==> src/rtl/pxf_pkg.sv <==
package pxf_pkg;
  typedef enum logic [1:0] {
    RQ_IDLE,
    RQ_WAIT,
    RQ_BURST
  } req_state_e;

  // Pixel width exponent; codes above 4 alias to 16-bit pixels.
  function automatic logic [2:0] width_log2(input logic [2:0] sel);
    return (sel > 3'd4) ? 3'd4 : sel;
  endfunction
endpackage

==> src/rtl/pxf_pair_queue.sv <==
module pxf_pair_queue #(
  parameter int WORD_W = 32,
  parameter int DEPTH  = 8,
  localparam int ENTRY_W = 2 * WORD_W,
  localparam int CNT_W   = $clog2(DEPTH + 1)
) (
  input  logic               clk,
  input  logic               rst_n,
  input  logic               flush,
  input  logic               wr_valid,
  input  logic [WORD_W-1:0]  wr_data,
  output logic               wr_ready,
  input  logic               pop,
  output logic [ENTRY_W-1:0] head,
  output logic               head_valid,
  output logic [CNT_W-1:0]   count
);
  logic [ENTRY_W-1:0] slots [DEPTH];
  logic [WORD_W-1:0]  low_q;
  logic               half_q;
  logic               wr_fire, push;
  logic [ENTRY_W-1:0] new_entry;

  assign wr_ready   = (count < CNT_W'(DEPTH));
  assign wr_fire    = wr_valid && wr_ready;
  assign push       = wr_fire && half_q;
  assign new_entry  = {wr_data, low_q};
  assign head       = slots[0];
  assign head_valid = (count != '0);

  always_ff @(posedge clk) begin
    if (!rst_n) begin
      count  <= '0;
      half_q <= 1'b0;
      low_q  <= '0;
    end else if (flush) begin
      count  <= '0;
      half_q <= 1'b0;
    end else begin
      if (wr_fire) begin
        if (half_q) half_q <= 1'b0;
        else begin
          low_q  <= wr_data;
          half_q <= 1'b1;
        end
      end
      count <= count + CNT_W'(push) - CNT_W'(pop && head_valid);
    end
  end

  // Shift-down storage: slot 0 is always the oldest entry.
  always_ff @(posedge clk) begin
    for (int i = 0; i < DEPTH; i++) begin
      if (pop && head_valid) begin
        if (push && (count == CNT_W'(i + 1))) slots[i] <= new_entry;
        else if (i < DEPTH - 1) slots[i] <= slots[i + 1];
      end else if (push && (count == CNT_W'(i))) begin
        slots[i] <= new_entry;
      end
    end
  end

  assert_no_overflow_R3: assert property (@(posedge clk) disable iff (!rst_n)
    count <= CNT_W'(DEPTH));
  assert_push_grows_R3: assert property (@(posedge clk) disable iff (!rst_n)
    (push && !pop && !flush) |=> count == $past(count) + 1'b1);
  assert_pop_shrinks_R6: assert property (@(posedge clk) disable iff (!rst_n)
    (pop && head_valid && !push && !flush) |=> count == $past(count) - 1'b1);
endmodule

==> src/rtl/pxf_unpacker.sv <==
module pxf_unpacker #(
  parameter int ENTRY_W = 64,
  parameter int PIX_W   = 16,
  localparam int IDX_W  = $clog2(ENTRY_W)
) (
  input  logic               clk,
  input  logic               rst_n,
  input  logic               flush,
  input  logic [2:0]         bpp_sel,
  input  logic [ENTRY_W-1:0] head,
  input  logic               head_valid,
  output logic               pop,
  output logic               pix_valid,
  input  logic               pix_ready,
  output logic [PIX_W-1:0]   pix_data
);
  import pxf_pkg::*;

  logic [IDX_W-1:0]   idx_q;
  logic [2:0]         lg;
  logic [IDX_W-1:0]   last_idx;
  logic [IDX_W-1:0]   shamt;
  logic [ENTRY_W-1:0] shifted;
  logic [31:0]        wmask;
  logic               fire;

  assign lg       = width_log2(bpp_sel);
  assign last_idx = IDX_W'((ENTRY_W >> lg) - 1);
  assign shamt    = IDX_W'(idx_q << lg);
  assign shifted  = head >> shamt;
  assign wmask    = (32'd1 << (32'd1 << lg)) - 32'd1;
  assign pix_data = shifted[PIX_W-1:0] & wmask[PIX_W-1:0];

  assign pix_valid = head_valid;
  assign fire      = pix_valid && pix_ready;
  assign pop       = fire && (idx_q == last_idx);

  always_ff @(posedge clk) begin
    if (!rst_n || flush) idx_q <= '0;
    else if (fire)       idx_q <= pop ? '0 : idx_q + 1'b1;
  end

  assert_hold_R6: assert property (@(posedge clk) disable iff (!rst_n || flush)
    (pix_valid && !pix_ready) |=> (pix_valid && $stable(pix_data)));
  assert_idx_range_R5: assert property (@(posedge clk) disable iff (!rst_n)
    idx_q <= last_idx);
endmodule

==> src/rtl/pxf_req_ctrl.sv <==
module pxf_req_ctrl #(
  parameter int DEPTH         = 8,
  parameter int BURST_ENTRIES = 4,
  localparam int CNT_W        = $clog2(DEPTH + 1),
  localparam int BURST_WORDS  = 2 * BURST_ENTRIES,
  localparam int BW_W         = $clog2(BURST_WORDS + 1)
) (
  input  logic             clk,
  input  logic             rst_n,
  input  logic             enable,
  input  logic [CNT_W-1:0] count,
  input  logic             wr_fire,
  output logic             dma_req
);
  import pxf_pkg::*;

  req_state_e       st_q;
  logic [BW_W-1:0]  wcnt_q;
  logic [CNT_W-1:0] free_slots;

  assign free_slots = CNT_W'(DEPTH) - count;
  assign dma_req    = (st_q == RQ_WAIT);

  always_ff @(posedge clk) begin
    if (!rst_n) begin
      st_q   <= RQ_IDLE;
      wcnt_q <= '0;
    end else if (!enable) begin
      st_q   <= RQ_IDLE;
      wcnt_q <= '0;
    end else begin
      unique case (st_q)
        RQ_IDLE: if (free_slots >= CNT_W'(BURST_ENTRIES)) st_q <= RQ_WAIT;
        RQ_WAIT: if (wr_fire) begin
          st_q   <= RQ_BURST;
          wcnt_q <= BW_W'(1);
        end
        RQ_BURST: if (wr_fire) begin
          if (wcnt_q == BW_W'(BURST_WORDS - 1)) begin
            st_q   <= RQ_IDLE;
            wcnt_q <= '0;
          end else begin
            wcnt_q <= wcnt_q + 1'b1;
          end
        end
        default: st_q <= RQ_IDLE;
      endcase
    end
  end

  assert_req_drop_R2: assert property (@(posedge clk) disable iff (!rst_n)
    (dma_req && wr_fire) |=> !dma_req);
  assert_req_room_R4: assert property (@(posedge clk) disable iff (!rst_n)
    $rose(dma_req) |-> ($past(count) <= CNT_W'(DEPTH - BURST_ENTRIES)));
  assert_req_off_R10: assert property (@(posedge clk) disable iff (!rst_n)
    !enable |=> !dma_req);
endmodule

==> src/rtl/pxf_urun_flag.sv <==
module pxf_urun_flag (
  input  logic clk,
  input  logic rst_n,
  input  logic enable,
  input  logic pix_valid,
  input  logic pix_ready,
  input  logic clr,
  input  logic mask,
  output logic sts,
  output logic irq
);
  logic hit;

  assign hit = enable && pix_ready && !pix_valid;
  assign irq = sts && !mask;

  always_ff @(posedge clk) begin
    if (!rst_n)   sts <= 1'b0;
    else if (hit) sts <= 1'b1;
    else if (clr) sts <= 1'b0;
  end

  assert_set_R7: assert property (@(posedge clk) disable iff (!rst_n)
    hit |=> sts);
  assert_sticky_R7: assert property (@(posedge clk) disable iff (!rst_n)
    (sts && !clr) |=> sts);
  assert_clear_R8: assert property (@(posedge clk) disable iff (!rst_n)
    (clr && !hit) |=> !sts);
endmodule

==> src/rtl/pix_feed_queue.sv <==
module pix_feed_queue #(
  parameter int WORD_W        = 32,
  parameter int DEPTH         = 8,
  parameter int BURST_ENTRIES = 4,
  parameter int PIX_W         = 16,
  localparam int ENTRY_W      = 2 * WORD_W,
  localparam int CNT_W        = $clog2(DEPTH + 1)
) (
  input  logic              clk,
  input  logic              rst_n,
  input  logic              enable,
  input  logic [2:0]        bpp_sel,
  output logic              dma_req,
  input  logic              wr_valid,
  input  logic [WORD_W-1:0] wr_data,
  output logic              wr_ready,
  output logic              pix_valid,
  input  logic              pix_ready,
  output logic [PIX_W-1:0]  pix_data,
  input  logic              urun_clr,
  input  logic              urun_mask,
  output logic              urun_sts,
  output logic              irq
);
  logic [ENTRY_W-1:0] head;
  logic               head_valid;
  logic               pop;
  logic [CNT_W-1:0]   count;

  pxf_pair_queue #(.WORD_W(WORD_W), .DEPTH(DEPTH)) queue_i (
    .clk(clk), .rst_n(rst_n), .flush(!enable),
    .wr_valid(wr_valid), .wr_data(wr_data), .wr_ready(wr_ready),
    .pop(pop), .head(head), .head_valid(head_valid), .count(count)
  );

  pxf_unpacker #(.ENTRY_W(ENTRY_W), .PIX_W(PIX_W)) unpack_i (
    .clk(clk), .rst_n(rst_n), .flush(!enable), .bpp_sel(bpp_sel),
    .head(head), .head_valid(head_valid), .pop(pop),
    .pix_valid(pix_valid), .pix_ready(pix_ready), .pix_data(pix_data)
  );

  pxf_req_ctrl #(.DEPTH(DEPTH), .BURST_ENTRIES(BURST_ENTRIES)) req_i (
    .clk(clk), .rst_n(rst_n), .enable(enable), .count(count),
    .wr_fire(wr_valid && wr_ready), .dma_req(dma_req)
  );

  pxf_urun_flag flag_i (
    .clk(clk), .rst_n(rst_n), .enable(enable),
    .pix_valid(pix_valid), .pix_ready(pix_ready),
    .clr(urun_clr), .mask(urun_mask), .sts(urun_sts), .irq(irq)
  );

  assert_irq_R9: assert property (@(posedge clk) disable iff (!rst_n)
    (urun_sts && !urun_mask) |-> irq);
endmodule

==> config.mk <==
export PLATFORM = sky130hd
export DESIGN_NAME = pix_feed_queue
export DESIGN_NICKNAME = d
export VERILOG_FILES = /design/src/rtl/pxf_pkg.sv /design/src/rtl/pxf_pair_queue.sv /design/src/rtl/pxf_unpacker.sv /design/src/rtl/pxf_req_ctrl.sv /design/src/rtl/pxf_urun_flag.sv /design/src/rtl/pix_feed_queue.sv
export SDC_FILE = /design/constraint.sdc
export NUM_CORES = 1
export LEC_CHECK = 0
export ABC_AREA = 1
export BUFFER_PORTS_ARGS = -buffer_cell sky130_fd_sc_hd__buf_2
export CAP_MARGIN = 20
export CORE_MARGIN = 2
export CORE_UTILIZATION = 40
export CTS_CLUSTER_DIAMETER = 200
export DETAILED_ROUTE_END_ITERATION = 10
export GPL_TIMING_DRIVEN = 0
export PLACE_DENSITY = 0.56
export SYNTH_ARGS = -nofsm -noshare
export SYNTH_HDL_FRONTEND = slang
export SYNTH_HIERARCHICAL = 1
export SYNTH_SLANG_ARGS = --single-unit
==> constraint.sdc <==
create_clock -name clk -period 8.82 [get_ports clk]
set_input_delay 0.882 -clock clk [delete_from_list [all_inputs] [get_ports clk]]
set_output_delay 0.882 -clock clk [all_outputs]
set_load 0.005 [all_outputs]
# == Word-level counts from Yosys, hierarchy flattened ==
# Memory sizes are Yosys's and may differ from the RTL's.
# Cells that the tools add are included.
# word_totals
register_bits,50
ramBits,512
mem_count,1
input_bits,42
output_inout_bits,21
wordCells,182
# op_classes
mux,94
n_reduce_logical,32
add_sub_neg,7
eq_ne,16
order_cmp,3
shifts,5
bitwise,17
# mem_list
memory,words,word_bits,rd,rd_clocked_by_memory_dff,wr,line,rtl
queue_i.slots,8,64,8,0,7,pxf_pair_queue.sv:18,logic [ENTRY_W-1:0] slots [DEPTH];
# ops
operator,count
64-bit 2-to-1 mux,16
1-bit 2-to-1 mux,66
64-bit OR reduction,1
64-bit by 6-bit right shift with 16-bit output,1
1-bit by 3-bit left shift with 32-bit output (first input constant),1
1-bit by 32-bit left shift with 16-bit output (first input constant),1
4-bit by 3-bit == test with 1-bit output (second input constant),5
1-bit logical AND,17
16-bit AND,1
16-bit by 1-bit subtractor with 16-bit output (second input constant),1
1-bit OR,15
4-bit 2-to-1 mux,3
4-bit by 2-bit == test with 1-bit output (second input constant),2
2-bit 2-to-1 mux,4
4-bit case mux with 2 select lines,1
7-bit by 3-bit right shift with 6-bit output (first input constant),1
6-bit by 1-bit adder with 6-bit output (second input constant),1
6-bit == test,1
3-bit 2-to-1 mux,2
6-bit 2-to-1 mux,1
2-bit by 1-bit inequality test with 1-bit output (second input constant),3
2-bit case mux with 3 select lines,1
3-bit AND reduction,2
6-bit by 3-bit left shift with 6-bit output,1
other kinds (22),26

# == Logic depth before layout (Yosys ltp) ==
# Gate-level depths: netlist (run 1).
# depth
depth_word,12
mapped_depth,20

# == Cells and area by module ==
# The synthesis (run 1) kept the hierarchy.
# by_module_without_submodules
mod,seq_area_each_um2,cells_per_inst,area_per_inst_um2,instances
pxf_pair_queue,16115.5,2350,24046.8,1
pxf_unpacker,120.1,955,4305.4,1
pxf_req_ctrl,120.1,58,362.8,1
pxf_urun_flag,20.0,9,61.3,1
pix_feed_queue,0.0,3,11.3,1

# == Worst setup path after synthesis (run 1) ==
# Ideal clock, no wire load.
# synth_path
path_type,in2reg
start,in bpp_sel[0]
end,mem queue_i.slots[7][0] (netlist: queue_i/slots[1][192]) (enable)
arrival_ps,6640
cell_stages,9
t_required_ps,8246
path_slack_ps,1605
setup_ps,574
path_cell_list,buf_6 inv_1 buf_2 o21ai_0 xor2_1 nand3_1 inv_1 nand2_1 o21ai_0
# synth_rtl
element,line,rtl
from (decl),pix_feed_queue.sv:12,"input logic [2:0] bpp_sel,"
to (decl),pxf_pair_queue.sv:18,

# == Worst setup path after layout (run 1) ==
# layout_path
start,in bpp_sel[1]
end,out pix_data[11]
# layout_via
elab_chain_cells,6
# layout_rtl
element,line,rtl
3-bit greater-than comparator,pxf_pkg.sv:10,return (sel > 3'd4) ? 3'd4 : sel;
3-bit 2-to-1 mux (*),pxf_pkg.sv:10,
1-bit by 3-bit left shift with 32-bit output,pxf_unpacker.sv:31,assign wmask = (32'd1 << (32'd1 << lg)) - 32'd1;
1-bit by 32-bit left shift with 16-bit output,pxf_unpacker.sv:31,
16-bit by 1-bit subtractor with 16-bit output,pxf_unpacker.sv:31,
16-bit AND (*),pxf_unpacker.sv:32,assign pix_data = shifted[PIX_W-1:0] & wmask[PIX_W-1:0];
to (decl),pix_feed_queue.sv:19,"output logic [PIX_W-1:0] pix_data,"
# Mark *: on every way between the ends. The rest lies on a longest branch, timed or not.

==> impl_metrics.csv, run 1 <==
group,metric,value,unit
status,status,"complete, no violations",
place,portBuffers,61,
synth,synth_edf_count,512,
drt,drc,0,
place,dp_hpwl,60200,um
synth,synthCells,3375,
grt,grt_use_met2,39.4,%
setup_path,worstReg2RegStart,"queue_i/count[2]",
sta,rsz0062_at_grt,"false",
clock_network,clock_sinks,562,
clock_network,clk_pin_slew,0.06,ns
drt,wl_per_cell,17.7,um
power,leakagePower,14.2,nW
sta,fin_crit,4.24,ns
setup_path,r2r_slack,4.73,ns
setup_path,cp_data_arrival_time,3.36,ns
clock_network,cts_root_buf,"clkbuf_16",
flow_run,max_cap_violations,0,
power,power_density,182,nW/um^2
sta,fin_skew,0.0290,ns
grt,grt_max_degree,65,
setup_path,worst_setup_path_end_kind,"output port",
grt,use_met3,2.41,%
sta,whs,0.422,ns
power,power.switching,0.00132,W
clock_network,ctsHoldBuffers,0,
sta,setup_viol,0,
power,p_seq_share,49.9,%
hold_path,min-delay-start,"queue_i/low_q[27]",
hold_path,worst_hold_path_type,"reg2reg",
clock_network,cts_setup_buffers,0,
setup_path,max_stage_delay,0.55,ns
drt,avgViaCountPerCell,4.98,
synth,async_flop_share,0,%
floorplanning,floorplan.die_area,74100,um^2
clock_network,clockBufferDepth,3,
drt,dr.first_iter.drc_count,1558,
drt,drt.antenna.violating_nets,0,
hold_path,min_to,"queue_i/slots[1][219]",
drt,drt_wl_total,79800,um
grt,use_met1,25.4,%
synth,ys.flop_type,"edfxtp_1",
setup_path,cp_cell_sequence,"buf_2 -> nor2_4 -> nand3_2 -> buf_6 -> buf_2 -> o21ai_0 -> o21ai_1 -> nand2_1 -> nand2_1 -> nand2_1 -> nand3_1 -> nor2_1 -> nor2_1 -> buf_2",
grt,grt_util_all_layers,21.6,%
floorplanning,io-pin-count,63,
power,combPwrFrac,7.1,%
synth,syn_nets,3429,
cells_and_area,stdcell_area,32400,um^2
place,routabilityCongestion,0.961,
synth,ys_seq_area_share,56.9,%
drt,vias,22400,
sta,timing.fmax,236,MHz
setup_path,rr_worst_depth,19,
setup_path,critPathMaxFanout,10,
synth,netlist_area,28800,um^2
synth,yosysWarnings,6,
hold_path,hold_path_depth,0,
clock_network,cts_made_buffers,58,
cells_and_area,layout-drive-gt1-share,13.3,%
cells_and_area,layout_common_cells,"nand2_1, nand3_1, edfxtp_1",
floorplanning,die_h,272,um
floorplanning,start_util,40.3,%
cells_and_area,final_common_cell,"nand2_1",
sta,worstMarginPinSlew,1.03,ns
power,switching_share,22.5,%
floorplanning,die_w,272,um
grt,grt_pass1_wl,123000,um
grt,grt_busiest_layer,"met2",
cells_and_area,fin_nets,3554,
sta,max_slew_margin,30.8,%
setup_path,r2r-end,"queue_i/count[1]",
grt,antenna_found_initial,1,
setup_path,path_class,"in2out",
power,p_int,0.00456,W
sta,fin_ws,4.58,ns
clock_network,cts_tree,"done",
setup_path,cp_slowest_cell,"o21ai_0",
sta,hold_violations,0,
floorplanning,rows,98,
synth,syn_area_per_cell,8.53,um^2
synth,ys_ff_latch,562,
clock_network,ctsResizeCount,0,
power,ir_worst_vdd,0.164,mV
cells_and_area,final_util,45.4,%
clock_network,worstSkewPairLatency,0.63,ns
synth,yosys.cell_types.count,38,
place,placed_area,30400,um^2
sta,maxSlewViolCount,0,
power,clock_power_share,43.0,%
place,place_ws,4.13,ns
setup_path,crit_required,7.94,ns
clock_network,htreeDepth,2,
sta,final.period_utilization,48.1,%
setup_path,cp-start-kind,"input pin",
place,dp_cells,4390,
drt,dr.pass1.iters,6,
floorplanning,core,71400,um^2
grt,grt_pass1_vias,21600,
cells_and_area,fin_cells,4498,
cells_and_area,syn_to_final_growth,12.5,%
grt,grt_overflow_total,0,
logic make-up after synthesis:
logic type	after synthesis	synth area share, %
other	1	0.0130
xor gates and xnor gates	10	0.304
adders and majority gates	12	0.548
and+or+nand+nor	2205	31.8
AOI/OAI and AO/OA	132	2.39
DFF	562	56.9
buffers and inverters	453	8.04
cell type report:
| cell class | instances | area [um^2] |
|---|---|---|
| flip-flops and latches | 562 | 16400 |
| clock buffers | 77 | 1640 |
| fillers | 7019 | 39000 |
| well taps | 950 | 1190 |
| inverters | 112 | 423 |
| repair buffers | 65 | 385 |
| clock inverters | 28 | 314 |
| multi-input cells | 2360 | 10200 |
| plain buffers | 341 | 1890 |
| diodes | 3 | 7.51 |
through the flow:
| step | power [W] | setup TNS [ns] |
|---|---|---|
| after floorplan | 0.00327 | 0 |
| after global placement | 0.00340 | -85.83 |
| after detailed placement | 0.00341 | 0 |
| after CTS | 0.00594 | 0 |
| after global routing | 0.00610 | 0 |
| final | 0.00589 | 0 |
worst max path at each step:
stage,start,end,slack [ns],cells past startpoint
after detailed placement,bpp_sel[1],queue_i/count[1],4.13,18
after floorplan,bpp_sel[0],queue_i/slots[1][192],1.61,9
after global routing,queue_i/count[2],queue_i/count[1],4.28,19
after CTS,bpp_sel[1],pix_data[11],4.64,14
final,bpp_sel[1],pix_data[11],4.58,14
after global placement,bpp_sel[1],queue_i/slots[1][225],-1.35,10
registers in the layout, summed over array words and instances, names as in the netlist:
signal / cells
req_i/st_q: 2
queue_i/half_q: 1
unpack_i/idx_q: 6
req_i/wcnt_q: 4
flag_i/sts: 1
queue_i/count: 4
queue_i/low_q: 32
queue_i/slots: 512
metal layers:
metal	vias up	wire (um)
met4	0	3800
met5	-	0
li1	11300	-
met1	10300	32400
met3	179	3180
met2	537	40400
critical path: cells and delay by family:
family / cells / cell delay (ns)
AOI/OAI and AO/OA: 2 / 0.77
and+or+nand+nor: 8 / 1.05
buffers and inverters: 4 / 0.64
cells in the mapped netlist, types with 12 or more instances:
cell type  count  share of area, %
nand2_1     1381                18
nand2_2       12              0.26
buf_2        191               3.3
dfxtp_1       50               3.5
a21oi_1       21              0.37
clkbuf_1      57              0.74
buf_4         77               2.0
edfxtp_1     512                53
o21ai_0       65               1.1
nand3_1      608                11
o21ai_1       38              0.66
inv_1        100               1.3
nor2_1       179               2.3
power groups by stage:
| stage | clock, W | combinational, W | sequential, W |
|---|---|---|---|
| 2_1_floorplan | 0 | 0.000274 | 0.00299 |
| 3_3_place_gp | 0 | 0.000406 | 0.00300 |
| 3_5_place_dp | 0 | 0.000413 | 0.00299 |
| 4_1_cts | 0.00258 | 0.000415 | 0.00294 |
| 5_1_grt | 0.00269 | 0.000473 | 0.00294 |
| 6_report | 0.00253 | 0.000417 | 0.00294 |
Note: power is estimated with default switching activity, not from simulation.
==> run 2: changes to the inputs <==
- clock period: 8.82 -> 4.05 ns (I/O delays scaled with it)
==> run 2 against run 1 <==
Compared with the run above:
- non-clock buffer count up 31
- sequential power up 120%
- combinational power up 120%
- sequential share of layout area down 0.40 points
- critical path depth up 2
- die area unchanged
- worst hold slack worse by 0.35 ns
- via count up 1.0%
- core utilization up 0.36 points
- clock skew up 0.0032 ns
- critical path type is now reg2reg
- largest power group unchanged
==> impl_metrics.csv, run 2 (synthesis results as in run 1) <==
group,metric,value,unit
clock_network,cts_root_buf,"clkbuf_16",
clock_network,clk_pin_slew,0.06,ns
cells_and_area,layout_common_cells,"nand2_1, nand3_1, edfxtp_1",
cells_and_area,syn_to_final_growth,13.4,%
grt,grt_util_all_layers,21.7,%
floorplanning,rows,98,
cells_and_area,largest-register,"queue_i/slots",
clock_network,clock_sinks,562,
setup_path,cp_data_arrival_time,4.12,ns
drt,dr.first_iter.drc_count,1698,
cells_and_area,reg.largest.list,"queue_i/slots x512, queue_i/low_q x32, unpack_i/idx_q x6",
drt,avgViaCountPerCell,4.99,
floorplanning,die_h,272,um
floorplanning,floorplan.die_area,74100,um^2
setup_path,rr_worst_depth,16,
setup_path,crit_top_cell,"nand2_1",
place,dp_hpwl,60600,um
clock_network,htreeDepth,2,
setup_path,path_class,"reg2reg",
floorplanning,io-pin-count,63,
sta,rsz0062_at_grt,"false",
cells_and_area,multi_input_area,10200,um^2
grt,grt_pass1_vias,21700,
grt,grt_max_degree,65,
setup_path,worst_setup_path_end_kind,"register",
cells_and_area,largest_reg_flops,512,
floorplanning,core,71400,um^2
setup_path,cp-start-kind,"register",
place,portBuffers,61,
place,routabilityCongestion,0.967,
sta,maxSlewViolCount,0,
drt,wl_per_cell,17.7,um
cells_and_area,num_antenna_cells,0,
sta,hold_violations,0,
sta,final.period_utilization,93.1,%
sta,worstMarginPinSlew,0.946,ns
clock_network,worstSkewPairLatency,0.63,ns
drt,dr.pass1.iters,6,
flow_run,max_cap_violations,0,
clock_network,clockBufferDepth,3,
cells_and_area,seq_area,16400,um^2
cells_and_area,final_common_cell,"nand2_1",
clock_network,cts_setup_buffers,0,
power,leakagePower,14.3,nW
grt,grt_pass1_wl,123000,um
sta,max_slew_margin,36.3,%
drt,drt.antenna.violating_nets,0,
setup_path,critPathMaxFanout,10,
sta,fin_crit,3.77,ns
setup_path,max_stage_delay,0.40,ns
sta,whs,0.0682,ns
drt,drc,0,
drt,vias,22600,
power,power_density,387,nW/um^2
clock_network,cts_tree,"done",
setup_path,crit_buf_inv,6,
setup_path,cp_cell_sequence,"inv_2 -> ha_1 -> nand2_1 -> nand2_1 -> inv_1 -> nand2_1 -> nor3_1 -> nand3_1 -> inv_2 -> inv_1 -> a21oi_4 -> buf_4 -> nand2_2 -> buf_2 -> nand2_1 -> nand2_1",
setup_path,crit_required,4.40,ns
sta,timing.fmax,265,MHz
sta,fin_skew,0.0321,ns
floorplanning,die_w,272,um
grt,antenna_found_initial,2,
clock_network,cts_made_buffers,59,
drt,drt_wl_total,80400,um
cells_and_area,layout-drive-gt1-share,13.2,%
status,status,"complete, no violations",
hold_path,hold_path_depth,4,
power,ir_worst_vdd,0.338,mV
sta,setup_viol,0,
cells_and_area,fin_nets,3586,
setup_path,path_depth,16,
setup_path,crit_family,"simple AND/OR/NAND/NOR gates",
hold_path,worst_hold_path_type,"in2reg",
grt,grt_overflow_total,0,
setup_path,cp_slowest_cell,"dfxtp_1",
floorplanning,start_util,40.3,%
cells_and_area,final_util,45.7,%
cells_and_area,fillers,6974,
power,total_power,0.0126,W
## run 2: changes by cell type in the layout (fill, tap and decap cells not counted), moves of 2 or more
cell           before  now
dlygate4sd3_1       0   32
bufinv_16           7    3
clkinv_1           11    3
clkbuf_1           68   81
buf_2             252  250
clkbuf_8            5   11
clkbuf_16          61   59
diode_2             3    0
## run 2: tightest hold or removal path, delay by kind of cell
| family | cells | cell delay, ns |
|---|---|---|
| AOI/OAI and AO/OA | 1 | 0.05 |
| buffers and inverters | 2 | 0.10 |
| and+or+nand+nor | 1 | 0.06 |
## run 2: layout make-up
type / count / area share [%]
plain buffers: 340 / 5.81
clock buffers: 94 / 5.26
clock inverters: 16 / 0.491
inverters: 112 / 1.30
multi-input cells: 2360 / 31.2
flip-flops and latches: 562 / 50.2
well taps: 950 / 3.64
repair buffers: 97 / 2.16
## run 2: stage by stage
stage               setup TNS (ns)  setup slack, ns  cell area [um^2]  std cells
floorplan                        0            0.236             28800       3375
finish                           0            0.278             32600       4531
CTS                              0           0.0523             32600       4532
global route                     0           0.0216             32600       4531
global placement           -418.65            -1.31             30300       4386
detailed placement          -0.363           -0.197             30400       4390
## run 2: routing by layer
| metal | up-vias | wire length, um | GRT usage (%) |
|---|---|---|---|
| li1 | 11400 | - | - |
| met2 | 561 | 40800 | 39.5 |
| met1 | 10500 | 32100 | 25.7 |
| met5 | - | 0 | 0 |
| met4 | 0 | 3640 | 9.60 |
| met3 | 148 | 3850 | 2.30 |
## run 2: repair_timing
item,CTS,global route
setup endpoints to repair,2,426
hold buffers,32,0
hold endpoints to repair,32,0
resized for setup,1,6
pin swaps,0,0
## run 2: worst paths after layout
path | start | end | slack (ns)
setup / recovery | queue_i/count[3] | queue_i/slots[0][225] | 0.28
hold / removal | urun_clr | flag_i/sts | 0.07
setup reg to reg | queue_i/count[3] | queue_i/slots[0][225] | 0.28
hold reg to reg | queue_i/low_q[22] | queue_i/slots[1][214] | 0.42
## run 2: where the power goes
group          total, W  switching [W]  internal, W
combinational  0.000936       0.000622     0.000314
sequential      0.00640      0.0000165      0.00638
clock           0.00529        0.00221      0.00308
